File: config.mk
export PLATFORM = sky130hd
export DESIGN_NAME = tlbp_lookup
export DESIGN_NICKNAME = d
export VERILOG_FILES = /design/src/rtl/tlbp_pkg.sv /design/src/rtl/tlbp_entry_cmp.sv /design/src/rtl/tlbp_first_hit.sv /design/src/rtl/tlbp_outcome.sv /design/src/rtl/tlbp_lookup.sv
export SDC_FILE = /design/constraint.sdc
export NUM_CORES = 2
export LEC_CHECK = 0
export BUFFER_PORTS_ARGS = -buffer_cell sky130_fd_sc_hd__buf_2
export CAP_MARGIN = 20
export CELL_PAD_IN_SITES_DETAIL_PLACEMENT = 0
export CELL_PAD_IN_SITES_GLOBAL_PLACEMENT = 1
export CORE_AREA = 2 2 340 342
export DETAILED_ROUTE_END_ITERATION = 10
export DIE_AREA = 0 0 342 344
export GPL_TIMING_DRIVEN = 0
export PLACE_DENSITY_LB_ADDON = 0.12
export SYNTH_ARGS = -nofsm -noshare
export SYNTH_HDL_FRONTEND = slang
export SYNTH_SLANG_ARGS = --single-unit
File: constraint.sdc
create_clock -name clk -period 4.1 [get_ports clk]
set_input_delay 0.205 -clock clk [delete_from_list [all_inputs] [get_ports clk]]
set_output_delay 0.205 -clock clk [all_outputs]
set_load 0.01 [all_outputs]
File: src/rtl/tlbp_pkg.sv
package tlbp_pkg;

  typedef enum logic [2:0] {
    RES_MATCH   = 3'd0,
    RES_NOMATCH = 3'd1,
    RES_INVALID = 3'd2,
    RES_DIRTY   = 3'd3
  } tlbp_res_e;

  localparam int PAIR_OFS_BITS = 13;

endpackage

File: src/rtl/tlbp_entry_cmp.sv
module tlbp_entry_cmp #(
  parameter int VA_W   = 32,
  parameter int PA_W   = 32,
  parameter int ASID_W = 8
) (
  input  logic [VA_W-1:0]   e_tag,
  input  logic [VA_W-1:0]   e_pmask,
  input  logic [ASID_W-1:0] e_asid,
  input  logic              e_glb,
  input  logic [PA_W-1:0]   e_frm0,
  input  logic [PA_W-1:0]   e_frm1,
  input  logic              e_val0,
  input  logic              e_val1,
  input  logic              e_dty0,
  input  logic              e_dty1,
  input  logic [VA_W-1:0]   va,
  input  logic [ASID_W-1:0] asid,
  output logic              hit,
  output logic              odd,
  output logic              half_val,
  output logic              half_dty,
  output logic [PA_W-1:0]   pa_raw
);
  import tlbp_pkg::*;

  localparam logic [VA_W-1:0] PAIR_OFS = VA_W'((1 << PAIR_OFS_BITS) - 1);

  function automatic logic [VA_W-1:0] eff_mask(input logic [VA_W-1:0] pm);
    return pm | PAIR_OFS;
  endfunction

  function automatic logic tag_same(input logic [VA_W-1:0] a,
                                    input logic [VA_W-1:0] b,
                                    input logic [VA_W-1:0] m);
    return (a & ~m) == (b & ~m);
  endfunction

  function automatic logic odd_half(input logic [VA_W-1:0] a,
                                    input logic [VA_W-1:0] m);
    return |(a & m & ~(m >> 1));
  endfunction

  function automatic logic [PA_W-1:0] merge_pa(input logic [PA_W-1:0] frm,
                                               input logic [VA_W-1:0] a,
                                               input logic [VA_W-1:0] m);
    return frm | PA_W'(a & (m >> 1));
  endfunction

  logic [VA_W-1:0] m;
  logic            id_ok;

  always_comb begin
    m        = eff_mask(e_pmask);
    id_ok    = e_glb || (e_asid == asid);
    hit      = id_ok && tag_same(va, e_tag, m);
    odd      = odd_half(va, m);
    half_val = odd ? e_val1 : e_val0;
    half_dty = odd ? e_dty1 : e_dty0;
    pa_raw   = merge_pa(odd ? e_frm1 : e_frm0, va, m);
  end

endmodule

File: src/rtl/tlbp_first_hit.sv
module tlbp_first_hit #(
  parameter int N     = 8,
  parameter int IDX_W = 3
) (
  input  logic [N-1:0]     hit_vec,
  output logic [N-1:0]     sel_vec,
  output logic [IDX_W-1:0] sel_idx,
  output logic             any_hit
);

  always_comb begin
    sel_vec = '0;
    sel_idx = '0;
    any_hit = 1'b0;
    for (int i = 0; i < N; i++) begin
      if (hit_vec[i] && !any_hit) begin
        any_hit    = 1'b1;
        sel_vec[i] = 1'b1;
        sel_idx    = IDX_W'(i);
      end
    end
  end

endmodule

File: src/rtl/tlbp_outcome.sv
module tlbp_outcome #(
  parameter int PA_W = 32
) (
  input  logic            any_hit,
  input  logic            half_val,
  input  logic            half_dty,
  input  logic            is_write,
  input  logic [PA_W-1:0] pa_raw,
  output logic [2:0]      res,
  output logic [PA_W-1:0] pa,
  output logic            wperm
);
  import tlbp_pkg::*;

  tlbp_res_e r;

  always_comb begin
    if (!any_hit)                  r = RES_NOMATCH;
    else if (!half_val)            r = RES_INVALID;
    else if (is_write && !half_dty) r = RES_DIRTY;
    else                           r = RES_MATCH;
    res   = r;
    pa    = (r == RES_MATCH) ? pa_raw : '0;
    wperm = (r == RES_MATCH) && half_dty;
  end

endmodule

File: src/rtl/tlbp_lookup.sv
module tlbp_lookup #(
  parameter int ENTRIES = 8,
  parameter int VA_W    = 32,
  parameter int PA_W    = 32,
  parameter int ASID_W  = 8,
  localparam int IDX_W  = (ENTRIES > 1) ? $clog2(ENTRIES) : 1
) (
  input  logic              clk,
  input  logic              rst_n,
  input  logic              wr_en,
  input  logic [IDX_W-1:0]  wr_idx,
  input  logic [VA_W-1:0]   wr_tag,
  input  logic [VA_W-1:0]   wr_pmask,
  input  logic [ASID_W-1:0] wr_asid,
  input  logic              wr_glb,
  input  logic [PA_W-1:0]   wr_frm0,
  input  logic [PA_W-1:0]   wr_frm1,
  input  logic              wr_val0,
  input  logic              wr_val1,
  input  logic              wr_dty0,
  input  logic              wr_dty1,
  input  logic [VA_W-1:0]   lk_va,
  input  logic [ASID_W-1:0] lk_asid,
  input  logic              lk_write,
  output logic [PA_W-1:0]   lk_pa,
  output logic              lk_wperm,
  output logic [2:0]        lk_res
);

  logic [VA_W-1:0]   e_tag   [ENTRIES];
  logic [VA_W-1:0]   e_pmask [ENTRIES];
  logic [ASID_W-1:0] e_asid  [ENTRIES];
  logic [PA_W-1:0]   e_frm0  [ENTRIES];
  logic [PA_W-1:0]   e_frm1  [ENTRIES];
  logic [ENTRIES-1:0] e_glb, e_val0, e_val1, e_dty0, e_dty1;

  always_ff @(posedge clk or negedge rst_n) begin
    if (!rst_n) begin
      for (int i = 0; i < ENTRIES; i++) begin
        e_tag[i]   <= '0;
        e_pmask[i] <= '0;
        e_asid[i]  <= '0;
        e_frm0[i]  <= '0;
        e_frm1[i]  <= '0;
      end
      e_glb  <= '0;
      e_val0 <= '0;
      e_val1 <= '0;
      e_dty0 <= '0;
      e_dty1 <= '0;
    end else if (wr_en) begin
      e_tag[wr_idx]   <= wr_tag;
      e_pmask[wr_idx] <= wr_pmask;
      e_asid[wr_idx]  <= wr_asid;
      e_frm0[wr_idx]  <= wr_frm0;
      e_frm1[wr_idx]  <= wr_frm1;
      e_glb[wr_idx]   <= wr_glb;
      e_val0[wr_idx]  <= wr_val0;
      e_val1[wr_idx]  <= wr_val1;
      e_dty0[wr_idx]  <= wr_dty0;
      e_dty1[wr_idx]  <= wr_dty1;
    end
  end

  logic [ENTRIES-1:0] hit_vec, odd_vec, hv_vec, hd_vec;
  logic [PA_W-1:0]    pa_arr [ENTRIES];

  for (genvar g = 0; g < ENTRIES; g++) begin : g_ent
    tlbp_entry_cmp #(.VA_W(VA_W), .PA_W(PA_W), .ASID_W(ASID_W)) u_cmp (
      .e_tag    (e_tag[g]),
      .e_pmask  (e_pmask[g]),
      .e_asid   (e_asid[g]),
      .e_glb    (e_glb[g]),
      .e_frm0   (e_frm0[g]),
      .e_frm1   (e_frm1[g]),
      .e_val0   (e_val0[g]),
      .e_val1   (e_val1[g]),
      .e_dty0   (e_dty0[g]),
      .e_dty1   (e_dty1[g]),
      .va       (lk_va),
      .asid     (lk_asid),
      .hit      (hit_vec[g]),
      .odd      (odd_vec[g]),
      .half_val (hv_vec[g]),
      .half_dty (hd_vec[g]),
      .pa_raw   (pa_arr[g])
    );
  end

  logic [ENTRIES-1:0] sel_vec;
  logic [IDX_W-1:0]   sel_idx;
  logic               any_hit;

  tlbp_first_hit #(.N(ENTRIES), .IDX_W(IDX_W)) u_first (
    .hit_vec (hit_vec),
    .sel_vec (sel_vec),
    .sel_idx (sel_idx),
    .any_hit (any_hit)
  );

  logic            sel_v, sel_d, sel_odd;
  logic [PA_W-1:0] sel_pa;

  always_comb begin
    sel_v   = hv_vec[sel_idx];
    sel_d   = hd_vec[sel_idx];
    sel_odd = odd_vec[sel_idx];
    sel_pa  = pa_arr[sel_idx];
  end

  tlbp_outcome #(.PA_W(PA_W)) u_out (
    .any_hit  (any_hit),
    .half_val (sel_v),
    .half_dty (sel_d),
    .is_write (lk_write),
    .pa_raw   (sel_pa),
    .res      (lk_res),
    .pa       (lk_pa),
    .wperm    (lk_wperm)
  );

endmodule

[Yosys cells after proc, flatten, opt, wreduce, memory -nomap -nowiden]
Cells that the tools add are included.
Storage, ports and cells
  register bits: 1128
  latch bits: 0
  bits in writable memories: 0
  memory bits (read-only): 0
  input bits: 188
  output and inout bits: 36
  word-level logic and storage cells: 243
  memories: 0
Operators by class
  add/sub/neg operators: 0
  multipliers: 0
  divide/modulo/power cells: 0
  magnitude comparators: 6
  eq/ne operators: 16
  shift operators: 0
  multiplexer cells: 66
  bitwise logic cells: 66
  reductions and logical operators: 44
Operators with widths (number)
  $and 32x32->32: 32
  $bwmux 256: 4
  $mux 32: 12
  $and 32x31->32: 8
  $eq 32x32->1: 8
  $not 31->32: 8
  $not 32->32: 8
  $or 32x32->32: 8
  $reduce_or 32->1: 8
  $bmux 32 s3: 1
  $demux 32 s3: 1
  $bwmux 64: 1
  $eq 8x8->1: 8
  $bwmux 8: 5
  $mux 1: 28
  $demux 8 s3: 1
  $logic_and 1x1->1: 19
  $mux 3: 6
  $ge 4x4->1 const B: 2
  $logic_not 1->1: 8
  $logic_or 1x1->1: 8
  $lt 3x4->1 const B: 2
  $mux 8: 1
  $not 3->4: 2
  other kinds (6): 9

[Depth between registers and ports, before layout]
  depth in word-level cells: 35
  gate-level depth with buffers: 15
  mapped depth without buffers: 10

[Modules after synthesis]
Synthesis repeated with hierarchy kept, for this count alone.
Unflattened totals
  cells, all modules: 3990
  area, all modules: 54004.3 sq um
Modules (own cells, without submodules)
  tlbp_lookup: instances 1, cells each 2513, area an instance 43837.0 sq um, seq. area each 28227.1 sq um
  tlbp_entry_cmp: instances 8, cells each 176, area an instance 1186.1 sq um, seq. area each 0.0 sq um
  tlbp_outcome: instances 1, cells each 47, area an instance 528.0 sq um, seq. area each 0.0 sq um
  tlbp_first_hit: instances 1, cells each 22, area an instance 150.1 sq um, seq. area each 0.0 sq um

[Least setup slack after synthesis]
No wires, ideal clock.
  path kind: register to output
  start: reg e_tag[173] in the netlist's numbering
  end: out lk_pa[12]
  arrival time: 3389 ps
  data required time: 3895 ps
  path slack: 506 ps
  cell stages (with the launch flop): 14
  path buffers: 3
  cells stage by stage: dfrtp_1 > xnor2_1 > o22ai_1 > or4_1 > or4_4 > and4_1 > buf_6 > a22oi_4 > buf_8 > mux2i_1 > a22oi_1 > a31o_2 > buf_4 > nor3_1
On the way
  cells in the longest elaborated chain, start to end: 29
  elaborated cells on any way between the ends: 41
  classes of those cells: eq/ne (1); mux (23); bitwise (2); reduce/logical (15)
Ends and longest elaborated chain
  start: declaration: RTL line tlbp_lookup.sv:30  | logic [VA_W-1:0] e_tag [ENTRIES];
  start signal: indexed assignment: RTL line tlbp_lookup.sv:52  | e_tag[wr_idx] <= wr_tag;
  $and 32x32->32 *: RTL line tlbp_entry_cmp.sv:35  | return (a & ~m) == (b & ~m);
  $eq 32x32->1 *: RTL line tlbp_entry_cmp.sv:35
  $logic_and 1x1->1 *: RTL line tlbp_entry_cmp.sv:55  | hit = id_ok && tag_same(va, e_tag, m);
  $logic_and 1x1->1 *: RTL line tlbp_first_hit.sv:16  | if (hit_vec[i] && !any_hit) begin
  $mux 1: RTL line tlbp_first_hit.sv:16
  $logic_not 1->1: RTL line tlbp_first_hit.sv:16
  $logic_and 1x1->1: RTL line tlbp_first_hit.sv:16
  $mux 1: RTL line tlbp_first_hit.sv:16
  (+13 left out)
  $mux 1 (not written as such): RTL line tlbp_lookup.sv:106  | sel_d = hd_vec[sel_idx];
  $logic_not 1->1: RTL line tlbp_outcome.sv:20  | else if (is_write && !half_dty) r = RES_DIRTY;
  $logic_and 1x1->1: RTL line tlbp_outcome.sv:20
  $mux 2: RTL line tlbp_outcome.sv:20
  $mux 3: RTL line tlbp_outcome.sv:19  | else if (!half_val) r = RES_INVALID;
  $mux 3: RTL line tlbp_outcome.sv:18  | if (!any_hit) r = RES_NOMATCH;
  $logic_not 3->1: RTL line tlbp_outcome.sv:23  | pa = (r == RES_MATCH) ? pa_raw : '0;
  $mux 32 *: RTL line tlbp_outcome.sv:23
  end: declaration: RTL line tlbp_lookup.sv:25  | output logic [PA_W-1:0] lk_pa,
Mark *: on every way between the ends. The rest lies on a longest branch, timed or not. The select of a mux whose other input is x is not followed.

[Final worst setup path]
  start: reg e_tag[109] in the netlist's numbering
  end: out lk_pa[31]
On the way
  cells in the longest elaborated chain, start to end: 23
  elaborated cells on any way between the ends: 33
  classes of those cells: eq/ne (1); mux (19); bitwise (2); reduce/logical (11)
Ends and longest elaborated chain (RTL line)
  $and 32x32->32 *: tlbp_entry_cmp.sv:35
  $eq 32x32->1 *: tlbp_entry_cmp.sv:35
  $logic_and 1x1->1 *: tlbp_entry_cmp.sv:55
  $logic_and 1x1->1 *: tlbp_first_hit.sv:16
  $mux 1: tlbp_first_hit.sv:16
  $logic_not 1->1: tlbp_first_hit.sv:16
  $logic_and 1x1->1: tlbp_first_hit.sv:16
  $mux 1: tlbp_first_hit.sv:16
  (+7 left out)
  $mux 1 (not written as such): tlbp_lookup.sv:106
  $logic_not 1->1: tlbp_outcome.sv:20
  $logic_and 1x1->1: tlbp_outcome.sv:20
  $mux 2: tlbp_outcome.sv:20
  $mux 3: tlbp_outcome.sv:19
  $mux 3: tlbp_outcome.sv:18
  $logic_not 3->1: tlbp_outcome.sv:23
  $mux 32 *: tlbp_outcome.sv:23
Marks and branches as above.

==> impl_metrics.toml <==
[yosys]
synth_compound_area_share_pct = 3.84
yosys_warnings = 0
synth_seq_cells = 920
synth_area_mm2 = 0.0452
muxShareOfSynthArea_pct = 34.2
synth-async-reset-ratio_pct = 100
yosys.area_share.simple_pct = 4.33
synth_top_family_by_area = "multiplexers"
synthAdderAreaFrac_pct = 0
avgSynthCellArea_um2 = 12.9
ys.flop_type = "dfrtp_1"
synth_largest_area_cell = "dfrtp_1"
synth_nets = 3696
synth_cell_types = 51
synth_edf_count = 0
synth_top_area_share_pct = 50.9
synth_cells = 3508
seq_area_frac_synth_pct = 50.9
synth-xor-area-share_pct = 4.20
synth_area_leaders = "dfrtp_1 51%, mux2_2 26%, mux2i_1 8.2%"
yosysMostFrequentCell = "mux2_2"
synth_commonest_cells = "1046 x mux2_2, 920 x dfrtp_1, 370 x mux2i_1"

[clock_network]
clk_latency_ns = 0.69
clock_sinks = 920
cts-buffers-inserted = 106
clk_path_buf_depth = 3
clockRootBuffer = "clkbuf_16"
cts.clk_slew.worst_paths_ns = 0.06
cts_tree = "yes"
cts-htree-levels = 3

[power]
power_switching_w = 0.00964
p_clk_share_pct = 32.5
ir_drop_mv = 0.379
power_frac_comb_pct = 23.5
p_total_w = 0.0303
seq_power_share_pct = 43.9
p_leak_nw = 25.2
power-per-cell-area_mw_per_mm2 = 548
swShare_pct = 31.9
p_int_w = 0.0206

[routing]
vias_per_cell = 5.71
dr_total_vias = 31942
drt-total-wl_um = 187000
dr.pass1.iters = 5
drt_iter0_drc = 3062
postRouteAntennaNets = 0
avgRoutedWirePerCell_um = 33.3
drcViolationCount = 0

[hold_path]
min_path_type = "input port to async pin"

[timing]
setup_violations = 35
grt_setup_unrepaired = "yes"
hold-worst-slack_ns = 0.0567
fmax_ghz = 0.203
fin_ws_ns = -0.836
fin_crit_sh_pct = 120
finalMaxSlewViolations = 0
worstMarginPinSlew_ns = 1.24
fin_crit_ns = 4.94
relSlewSlack_pct = 17.6
hold_violations = 0
finClkSkew_ns = 0

[critical_path]
critical_path_arrival_ns = 4.73
crit_family = "simple AND/OR/NAND/NOR gates"
crit_chain = "xnor2_2, o22ai_1, or4_4, or4_4, and4b_1, a22oi_4, buf_12, buf_6, mux2i_1, nor2_1, a311o_1, buf_12, buf_4, nor3_4, buf_2"
r2r_start = "e_pmask[237]"
crit_path_start_kind = "flip-flop"
r2r_end = "e_pmask[237]"
crit_type = "flip-flop to output pin"
cp_slowest_stage_delay_ns = 0.59
cp-end-kind = "output pin"
cp.required_ns = 3.89
cp_num_buf_inv = 5
r2r_slack_ns = 2.97
reg2regPathDepth = 1
crit_fanout = 7
cpMaxStageDelayCell = "or4_4"

[floorplan]
ioPinCount = 224
floorplan.initialDensity_pct = 39.7
fp.dieW_um = 342
rows = 124
dieArea_mm2 = 0.118
core_mm2 = 0.114
die_h_um = 344

[grt]
grt_pass1_vias = 31557
grt_max_degree = 115
grt_overflow = 0
groute.usage.overall_pct = 31.4
grt_pass1_wl_um = 256000
antenna_found_initial = 10

[placed_design]
place.gp.congestion = 0.984
port_buffers = 164
post-dp-hpwl_um = 136000

[cells_and_area]
synthToLayoutAreaGrowth_pct = 22.0
nFillCells = 10378
final_layout_size_suffix_gt1_share_pct = 41.5
fin_nets = 4192

[outcome]
status = "complete, but fails checks"
violations = "negative setup slack"

[flow_run]
cap_violations = 0
## power groups by stage
| stage | Sequential (W) | Clock [W] | Combinational [W] |
|---|---|---|---|
| 3_5_place_dp | 0.0133 | 0 | 0.00650 |
| 6_report | 0.0133 | 0.00985 | 0.00712 |
| 2_1_floorplan | 0.0122 | 0 | 0.00450 |
| 3_3_place_gp | 0.0133 | 0 | 0.00629 |
| 5_1_grt | 0.0134 | 0.0104 | 0.00760 |
| 4_1_cts | 0.0132 | 0.0100 | 0.00702 |
## layout make-up
type | instances | area, um2 | share of cell area (%)
Inverter | 19 | 71.3 | 0.129
Clock inverter | 37 | 509 | 0.922
Clock buffer | 147 | 3060 | 5.54
Sequential cell | 920 | 23100 | 41.8
Timing Repair Buffer | 391 | 3680 | 6.66
Multi-Input combinational cell | 2343 | 21600 | 39.1
Buffer | 223 | 1310 | 2.38
Tap cell | 1512 | 1890 | 3.43
Antenna cell | 3 | 7.51 | 0.0136
## stage by stage
step	util (%)	setup slack (ns)	instance area, um2	TNS, ns	cells
after floorplan	-	0.506	45200	0	3508
after global placement	42.1	-18.44	48000	-	5184
after detailed placement	42.9	-1.56	48900	-41.15	5230
after CTS	48.1	-0.818	54800	-26.10	5572
after global routing	48.5	-0.865	55200	-27.56	5594
final	48.5	-0.836	55200	-24.90	5595
## how the worst max path moves through the flow
stage          depth (start not counted)          to  slack [ns]       start
2_1_floorplan                         13   lk_pa[12]        0.51  e_tag[173]
6_report                              15   lk_pa[31]       -0.84  e_tag[109]
5_1_grt                               16    lk_pa[8]       -0.86  e_tag[109]
3_3_place_gp                           1  e_asid[33]      -18.44       rst_n
3_5_place_dp                          15   lk_pa[21]       -1.56   lk_va[14]
4_1_cts                               15   lk_pa[20]       -0.82  e_tag[187]
## what timing repair did
action | in CTS | in global routing
setup endpoints to repair | 35 | 35
endpoints found under the hold margin | 1037 | 0
hold buffers | 116 | 0
resized for setup | 190 | 50
buffers inserted | 42 | 21
pin swaps | 39 | 32
gates cloned | 3 | 4
## per-layer routing
metal	GRT usage [%]	up-vias	wire [um]	share of wire (%)
met1	45.4	17033	85700	46
li1	-	13621	-	-
met5	0	-	26	0.014
met3	5.71	260	11400	6.1
met2	47.5	1024	82400	44
met4	10.5	4	7030	3.8
## state kept, by name, summed over array words and instances (netlist names)
signal	count
e_frm0	256
e_frm1	256
e_pmask	152
e_tag	152
e_asid	64
e_dty0	8
e_dty1	8
e_glb	8
e_val0	8
e_val1	8
## cells by family after synthesis
kind of cell | Yosys count
compound gates | 271
xor+xnor | 216
buf+inv | 245
flops | 920
mux | 1416
other cells | 1
simple gates | 439
## layout by cell type (no fill, tap or decap), types with 17 or more instances in the layout
cell | netlist | routed
buf_4 | 18 | 46
clkbuf_16 | 0 | 112
dlygate4sd3_1 | 0 | 116
inv_1 | 19 | 19
buf_12 | 3 | 22
nor3_4 | 0 | 20
nor4_1 | 37 | 25
clkbuf_1 | 166 | 160
buf_6 | 9 | 17
buf_2 | 15 | 177
nor2_1 | 34 | 34
xnor2_1 | 163 | 154
nand2_1 | 309 | 307
clkbuf_2 | 0 | 21
mux2_2 | 1046 | 1044
buf_16 | 0 | 24
dfrtp_2 | 0 | 44
a21oi_1 | 82 | 81
o22ai_1 | 139 | 137
dfrtp_1 | 920 | 876
mux2i_1 | 370 | 360
buf_8 | 2 | 35
clkinv_2 | 0 | 19
xor2_1 | 52 | 52
clkbuf_8 | 0 | 21
Power figures use the tool's default switching activity.
